### src/rtl/tlb_pkg.sv
package tlb_pkg;

    // Controller states
    typedef enum logic [0:0] {
        S_IDLE = 1'b0,
        S_WAIT = 1'b1
    } tlb_state_e;

    // Which victim rule picked the slot
    typedef enum logic [1:0] {
        VIC_FREE  = 2'd0,
        VIC_CLEAN = 2'd1,
        VIC_RR    = 2'd2
    } victim_kind_e;

endpackage

### src/rtl/tlb_cam.sv
module tlb_cam #(
    parameter int N_ENTRIES = 16,
    parameter int PG_W      = 20,
    localparam int IDX_W    = $clog2(N_ENTRIES)
) (
    input  logic [N_ENTRIES-1:0]           valid,
    input  logic [N_ENTRIES-1:0][PG_W-1:0] pages,
    input  logic [PG_W-1:0]                key,
    output logic [N_ENTRIES-1:0]           match,
    output logic                           any,
    output logic [IDX_W-1:0]               idx
);

    // Broadcast the key to every entry at once
    for (genvar g = 0; g < N_ENTRIES; g++) begin : g_cmp
        assign match[g] = valid[g] && (pages[g] == key);
    end

    assign any = |match;

    // Duplicates cannot exist, so any matching index will do; lowest wins
    always_comb begin
        idx = '0;
        for (int i = N_ENTRIES - 1; i >= 0; i--) begin
            if (match[i]) idx = IDX_W'(i);
        end
    end

endmodule

### src/rtl/tlb_victim.sv
module tlb_victim
    import tlb_pkg::*;
#(
    parameter int N_ENTRIES = 16,
    localparam int IDX_W    = $clog2(N_ENTRIES)
) (
    input  logic [N_ENTRIES-1:0] valid,
    input  logic [N_ENTRIES-1:0] dirty,
    input  logic [IDX_W-1:0]     rr_ptr,
    output logic [IDX_W-1:0]     vic_idx,
    output victim_kind_e         vic_kind
);

    logic             have_free, have_clean;
    logic [IDX_W-1:0] free_idx, clean_idx;

    always_comb begin
        have_free  = 1'b0;
        have_clean = 1'b0;
        free_idx   = '0;
        clean_idx  = '0;
        for (int i = N_ENTRIES - 1; i >= 0; i--) begin
            if (!valid[i]) begin
                have_free = 1'b1;
                free_idx  = IDX_W'(i);
            end
            if (valid[i] && !dirty[i]) begin
                have_clean = 1'b1;
                clean_idx  = IDX_W'(i);
            end
        end

        if (have_free) begin
            vic_idx  = free_idx;
            vic_kind = VIC_FREE;
        end else if (have_clean) begin
            vic_idx  = clean_idx;
            vic_kind = VIC_CLEAN;
        end else begin
            vic_idx  = rr_ptr;
            vic_kind = VIC_RR;
        end
    end

endmodule

### src/rtl/tlb_fsm.sv
module tlb_fsm
    import tlb_pkg::*;
(
    input  logic clk,
    input  logic rst_n,
    input  logic lk_fire,
    input  logic lk_hit,
    input  logic ins_fire,
    input  logic flush,
    output logic ready,
    output logic waiting
);

    tlb_state_e state_q, state_d;

    // State register
    always_ff @(posedge clk) begin
        if (!rst_n) state_q <= S_IDLE;
        else        state_q <= state_d;
    end

    // Transitions: miss, fill, abort, stay
    always_comb begin
        state_d = state_q;
        unique case (state_q)
            S_IDLE: if (lk_fire && !lk_hit)        state_d = S_WAIT;
            S_WAIT: if (flush || ins_fire)         state_d = S_IDLE;
            default:                               state_d = S_IDLE;
        endcase
    end

    // Outputs
    always_comb begin
        ready   = 1'b0;
        waiting = 1'b0;
        unique case (state_q)
            S_IDLE:  ready   = 1'b1;
            S_WAIT:  waiting = 1'b1;
            default: ready   = 1'b0;
        endcase
    end

endmodule

### src/rtl/addr_xlat_tlb.sv
module addr_xlat_tlb
    import tlb_pkg::*;
#(
    parameter int N_ENTRIES = 16,
    parameter int VA_W      = 32,
    parameter int PA_W      = 24,
    parameter int OFF_W     = 12,
    localparam int PG_W     = VA_W - OFF_W,
    localparam int FR_W     = PA_W - OFF_W,
    localparam int IDX_W    = $clog2(N_ENTRIES)
) (
    input  logic            clk,
    input  logic            rst_n,
    input  logic            lk_valid,
    input  logic            lk_write,
    input  logic [VA_W-1:0] lk_addr,
    output logic            lk_ready,
    output logic            resp_valid,
    output logic            resp_hit,
    output logic [PA_W-1:0] resp_paddr,
    output logic            miss_req,
    output logic [PG_W-1:0] miss_page,
    input  logic            ins_valid,
    input  logic [PG_W-1:0] ins_page,
    input  logic [FR_W-1:0] ins_frame,
    input  logic            flush,
    output logic            evict_valid,
    output logic [PG_W-1:0] evict_page,
    output logic            evict_dirty
);

    // Entry storage
    logic [N_ENTRIES-1:0]           ent_v, ent_d;
    logic [N_ENTRIES-1:0][PG_W-1:0] ent_pg;
    logic [N_ENTRIES-1:0][FR_W-1:0] ent_fr;

    logic [PG_W-1:0] lk_page;
    assign lk_page = lk_addr[VA_W-1:OFF_W];

    // Lookup search
    logic [N_ENTRIES-1:0] lk_match;
    logic                 lk_any;
    logic [IDX_W-1:0]     lk_idx;

    tlb_cam #(.N_ENTRIES(N_ENTRIES), .PG_W(PG_W)) u_lk_cam (
        .valid(ent_v), .pages(ent_pg), .key(lk_page),
        .match(lk_match), .any(lk_any), .idx(lk_idx)
    );

    // Duplicate search for inserts
    logic [N_ENTRIES-1:0] ins_match;
    logic                 ins_dup;
    logic [IDX_W-1:0]     ins_dup_idx;

    tlb_cam #(.N_ENTRIES(N_ENTRIES), .PG_W(PG_W)) u_ins_cam (
        .valid(ent_v), .pages(ent_pg), .key(ins_page),
        .match(ins_match), .any(ins_dup), .idx(ins_dup_idx)
    );

    // Victim selection
    logic [IDX_W-1:0] rr_ptr;
    logic [IDX_W-1:0] vic_idx;
    victim_kind_e     vic_kind;

    tlb_victim #(.N_ENTRIES(N_ENTRIES)) u_victim (
        .valid(ent_v), .dirty(ent_d), .rr_ptr(rr_ptr),
        .vic_idx(vic_idx), .vic_kind(vic_kind)
    );

    // Controller
    logic lk_fire, ins_fire, fsm_wait;

    assign ins_fire = ins_valid && !flush;
    assign lk_fire  = lk_valid && lk_ready && !flush;

    tlb_fsm u_fsm (
        .clk(clk), .rst_n(rst_n),
        .lk_fire(lk_fire), .lk_hit(lk_any),
        .ins_fire(ins_fire), .flush(flush),
        .ready(lk_ready), .waiting(fsm_wait)
    );

    assign miss_req = fsm_wait;

    // Insert target and eviction
    logic [IDX_W-1:0] tgt_idx;
    logic             alloc, displaces;

    assign tgt_idx   = ins_dup ? ins_dup_idx : vic_idx;
    assign alloc     = ins_fire && !ins_dup;
    assign displaces = alloc && ent_v[vic_idx];

    // Table update
    always_ff @(posedge clk) begin
        if (!rst_n || flush) begin
            ent_v <= '0;
            ent_d <= '0;
        end else begin
            for (int i = 0; i < N_ENTRIES; i++) begin
                if (ins_fire && tgt_idx == IDX_W'(i)) begin
                    ent_v[i]  <= 1'b1;
                    ent_pg[i] <= ins_page;
                    ent_fr[i] <= ins_frame;
                    ent_d[i]  <= ins_dup ? (ent_d[i] | (lk_fire && lk_write && lk_match[i]))
                                         : 1'b0;
                end else if (lk_fire && lk_write && lk_match[i]) begin
                    ent_d[i] <= 1'b1;
                end
            end
        end
    end

    // Rotating pointer
    always_ff @(posedge clk) begin
        if (!rst_n) begin
            rr_ptr <= '0;
        end else if (alloc && vic_kind == VIC_RR) begin
            if (rr_ptr == IDX_W'(N_ENTRIES - 1)) rr_ptr <= '0;
            else                                 rr_ptr <= rr_ptr + 1'b1;
        end
    end

    // Response and miss page
    always_ff @(posedge clk) begin
        if (!rst_n) begin
            resp_valid <= 1'b0;
            resp_hit   <= 1'b0;
            resp_paddr <= '0;
            miss_page  <= '0;
        end else begin
            resp_valid <= lk_fire;
            if (lk_fire) begin
                resp_hit   <= lk_any;
                resp_paddr <= {ent_fr[lk_idx], lk_addr[OFF_W-1:0]};
                if (!lk_any) miss_page <= lk_page;
            end
        end
    end

    // Eviction report
    always_ff @(posedge clk) begin
        if (!rst_n) begin
            evict_valid <= 1'b0;
            evict_page  <= '0;
            evict_dirty <= 1'b0;
        end else begin
            evict_valid <= displaces;
            if (displaces) begin
                evict_page  <= ent_pg[vic_idx];
                evict_dirty <= ent_d[vic_idx];
            end
        end
    end

endmodule

### config.mk
export PLATFORM = sky130hd
export DESIGN_NAME = addr_xlat_tlb
export DESIGN_NICKNAME = d
export VERILOG_FILES = /design/src/rtl/tlb_pkg.sv /design/src/rtl/tlb_cam.sv /design/src/rtl/tlb_victim.sv /design/src/rtl/tlb_fsm.sv /design/src/rtl/addr_xlat_tlb.sv
export SDC_FILE = /design/constraint.sdc
export NUM_CORES = 2
export LEC_CHECK = 0
export BUFFER_PORTS_ARGS = -buffer_cell sky130_fd_sc_hd__buf_2
export CAP_MARGIN = 40
export CELL_PAD_IN_SITES_DETAIL_PLACEMENT = 1
export CELL_PAD_IN_SITES_GLOBAL_PLACEMENT = 2
export CORE_ASPECT_RATIO = 1.1
export CORE_UTILIZATION = 44
export DETAILED_ROUTE_END_ITERATION = 6
export MAX_ROUTING_LAYER = met4
export PLACE_DENSITY = 0.78
export SLEW_MARGIN = 10
export SYNTH_ARGS = -nofsm -noshare
export SYNTH_HDL_FRONTEND = slang
export SYNTH_SLANG_ARGS = --single-unit
### constraint.sdc
create_clock -name clk -period 9.4 [get_ports clk]
set_input_delay 1.41 -clock clk [delete_from_list [all_inputs] [get_ports clk]]
set_output_delay 1.41 -clock clk [all_outputs]
set_load 0.1 [all_outputs]
==> summary.md <==
| Metric | Value |
|---|---|
| Max Slew Vio Count | `0` |
| Worst EP required | `9.72 ns` |
| Delay of the slowest cell on the worst path | `0.56 ns` |
| Antenna violations before repair | `3` |
| CTS resizes | `0` |
| Unique masters post-synth | `67` |
| Post-CTS Hold Fix Bufs | `0` |
| Top_reg_cell synth | `edfxtp_1` |
| Critical path arrival | `6.25 ns` |
| Worst-Skew Late Latency | `0.64 ns` |
| Area growth, synth to finish | `14.0%` |
| Tcrit/Tclk final | `0.631` |
| Die extent in y | `288 um` |
| Setup TNS | `0 ns` |
| Worst setup margin | `3.47 ns` |
| Type of origin of the critical path | `primary input` |
| DRT Pass-1 Iters | `5` |
| Clock sink total | `617` |
| Share of the synthesized area in the top cell type | `0.469` |
| Final WL | `138,000 um` |
| Clock Skews | `0.0280 ns` |
| Post-synthesis sequential area ratio | `0.533` |
| Status | `completed` |
| RePlAce Congestion | `about 1.0` |
| Dpl hpwl | `99,100 um` |
| Worst Tran Pin Value | `0.971 ns` |
| Crit end category | `register` |
| Pre-CTS setup slack | `2.97 ns` |
| CTS tree | `done` |
| Post-synthesis register bit count | `around 620` |
| RSZ-0062 raised after global routing | `no` |
| CORE AREA | `73,400 um^2` |
| Final-stage net count | `2,881` |
| Final ANT Viol Nets | `0` |
| Synth top area cells | `edfxtp_1 47%, xnor2_1 12%, mux2i_1 7.7%` |
| Clock root buffer | `clkbuf_16` |
| Slowest CP cell | `and2_2` |
| Syn avg cell area | `12.2 um^2` |
| Overall power | `between 6000 and 7000 uW` |
| Delay-heaviest family, CP | `simple AND/OR/NAND/NOR gates` |
| Maximum Capacitance Violations | `0` |
| Ys Warns | `0` |
| CP max FO | `20` |
| Largest net degree at the start of global routing | `100` |
| Maximum root-to-sink buffer count | `3` |
| Layout cell share with drive strength beyond 1 | `0.154` |
| P_leak | `between 0.01 and 0.015 uW` |
| Yosys top cell by area | `edfxtp_1` |
| Crit Path Class | `primary input to register` |
| Leading cell type in the layout, fill and taps excluded | `edfxtp_1` |
| Slew margin rel. | `0.353` |
| GRT Overall Usage | `0.377` |
| Commonest non-fill, non-tap cells in the layout | `512 x edfxtp_1, 434 x xnor2_1, 252 x mux2i_1, 205 x xor2_1, 153 x nand4_1` |
| Synthesized area | `~33,000 um^2` |
| First-pass GRT wire length | `around 190,000 um` |
| Final setup viols | `0` |
| Vias/cell | `6.44` |
| Std-Cell Rows | `approximately 100` |
| Wirelength per Cell | `36.2 um` |
| Final period demand of the worst path | `5.93 ns` |
| Residual DRC count | `0` |
| Ys async rst share | `0` |
| Syn nets | `2,750` |
| CTS H-Tree Depth | `3` |
| Fillers | `7,528` |
| Mapped Cells | `2,679` |
| Peak Freq | `169 MHz` |
| HP Class | `register to register` |
| Worst vdd ir | `between 0.15 and 0.2 mV` |
| Drt initial violations | `roughly 3,000` |
| Global route total overflow | `0` |
| WP buf/inv | `4` |
| Final cell count without fillers | `3,825` |
| Total number of vias | `24,600` |
| Placed insts | `3,689` |
| Post-synth EDFFs | `between 500 and 600` |
| Crit path cell chain | `buf_2, buf_4, buf_4, xor2_1, nor4_1, and3_1, and4_1, o211ai_1, a31oi_1, o211ai_1, a31oi_1, nor2_1, and2_1, and2_2, buf_12` |
| Final Hold Fails | `0` |
| Final hold slack | `roughly 0.47 ns` |
| Power Density | `173 nW/um^2` |
| Cts bufs inserted | `71` |
| Die W | `262 um` |
| # Post-CTS Setup Buffers | `0` |
| # IOs | `between 100 and 150` |
| Initial core utilization | `0.446` |
| Clock Pin Slew Worst Setup and Hold Paths | `0.05 ns` |
| IO Port Bufs | `139` |
| Vias in the first global route | `24,700` |
| DIE AREA | `roughly 76,000 um^2` |
-- power by group --
part	leakage, uW	switching, uW	internal [uW]
Clock	0.00113	1210	1630
Combinational	0.00669	450	175
Sequential	0.00546	13.9	2970
Total	0.0133	1670	4780
-- metrics by stage --
step	util	area [um^2]
finish	0.509	37400
detailed placement	0.477	35000
global placement	0.469	34400
global route	0.509	37300
CTS	0.509	37300
floorplan	-	32800
-- cell type report --
cell class / instances / area (um^2) / area share
Sequential cell: 617 / 17500 / 0.468
Multi-Input combinational cell: 1871 / 14500 / 0.388
Clock buffer: 88 / 1880 / 0.0503
Timing Repair Buffer: 235 / 1780 / 0.0477
Tap cell: 954 / 1190 / 0.0320
Clock inverter: 43 / 460 / 0.0123
Inverter: 14 / 52.6 / 0.00141
Antenna cell: 3 / 7.51 / 0.000201
-- worst min-delay path: cells and delay by family (launching register included) --
kind / cells / cell delay [ns]
and+or+nand+nor: 1 / 0.05
DFF: 1 / 0.30
AOI/OAI and AO/OA: 1 / 0.06
-- kinds of logic after synthesis --
| logic type | share of synthesized area |
|---|---|
| muxes | 0.0952 |
| AOI/OAI and AO/OA | 0.0659 |
| xor gates and xnor gates | 0.172 |
| DFF | 0.533 |
| and+or+nand+nor | 0.106 |
| adders and majority gates | 0.000382 |
| buffers and inverters | 0.0276 |
-- synthesized netlist by cell type (6+ instances only) --
cell / number
mux2i_1: 252
nor4b_1: 7
nand2b_1: 14
inv_1: 14
o21ai_0: 39
a31oi_1: 26
and2_1: 15
a22o_1: 10
dfxtp_1: 105
nor4_1: 96
o211ai_1: 25
nand3_1: 57
buf_2: 96
nand4_1: 153
or3_1: 6
nor2b_1: 60
nor3_1: 22
edfxtp_1: 512
clkbuf_1: 64
a21boi_0: 15
o221ai_1: 12
a211oi_1: 51
mux2_2: 47
xor2_1: 205
nand4b_1: 7
xnor2_1: 434
or3b_2: 6
a21oi_1: 44
nand2_1: 81
nor2_1: 53
buf_4: 12
o22ai_1: 62
-- metal layers --
| layer | GRT usage | share of wire |
|---|---|---|
| met2 | 0.564 | 0.45 |
| met3 | 0.0557 | 0.086 |
| met1 | 0.503 | 0.41 |
| met4 | 0.179 | 0.054 |
| met5 | - | 0 |
-- flip-flops by register name (all words and copies together), names as in the netlist --
signal / flops
evict_dirty: 1
evict_valid: 1
evict_page: 20
ent_fr: 192
miss_page: 20
ent_d: 16
resp_hit: 1
rr_ptr: 4
ent_v: 16
resp_valid: 1
resp_paddr: 24
ent_pg: 320
u_fsm.state_q: 1
-- final timing paths --
| kind | from | to | slack [ns] | cells past startpoint |
|---|---|---|---|---|
| worst max-delay path | ins_page[17] | ent_pg[115] | 3.47 | 15 |
| worst min-delay path | resp_paddr[0] | resp_paddr[0] | 0.47 | 2 |
| worst max register to register | ent_v[15] | evict_page[14] | 4.24 | 14 |
| worst min register to register | resp_paddr[0] | resp_paddr[0] | 0.47 | 2 |
(Power assumes the default switching activity.)
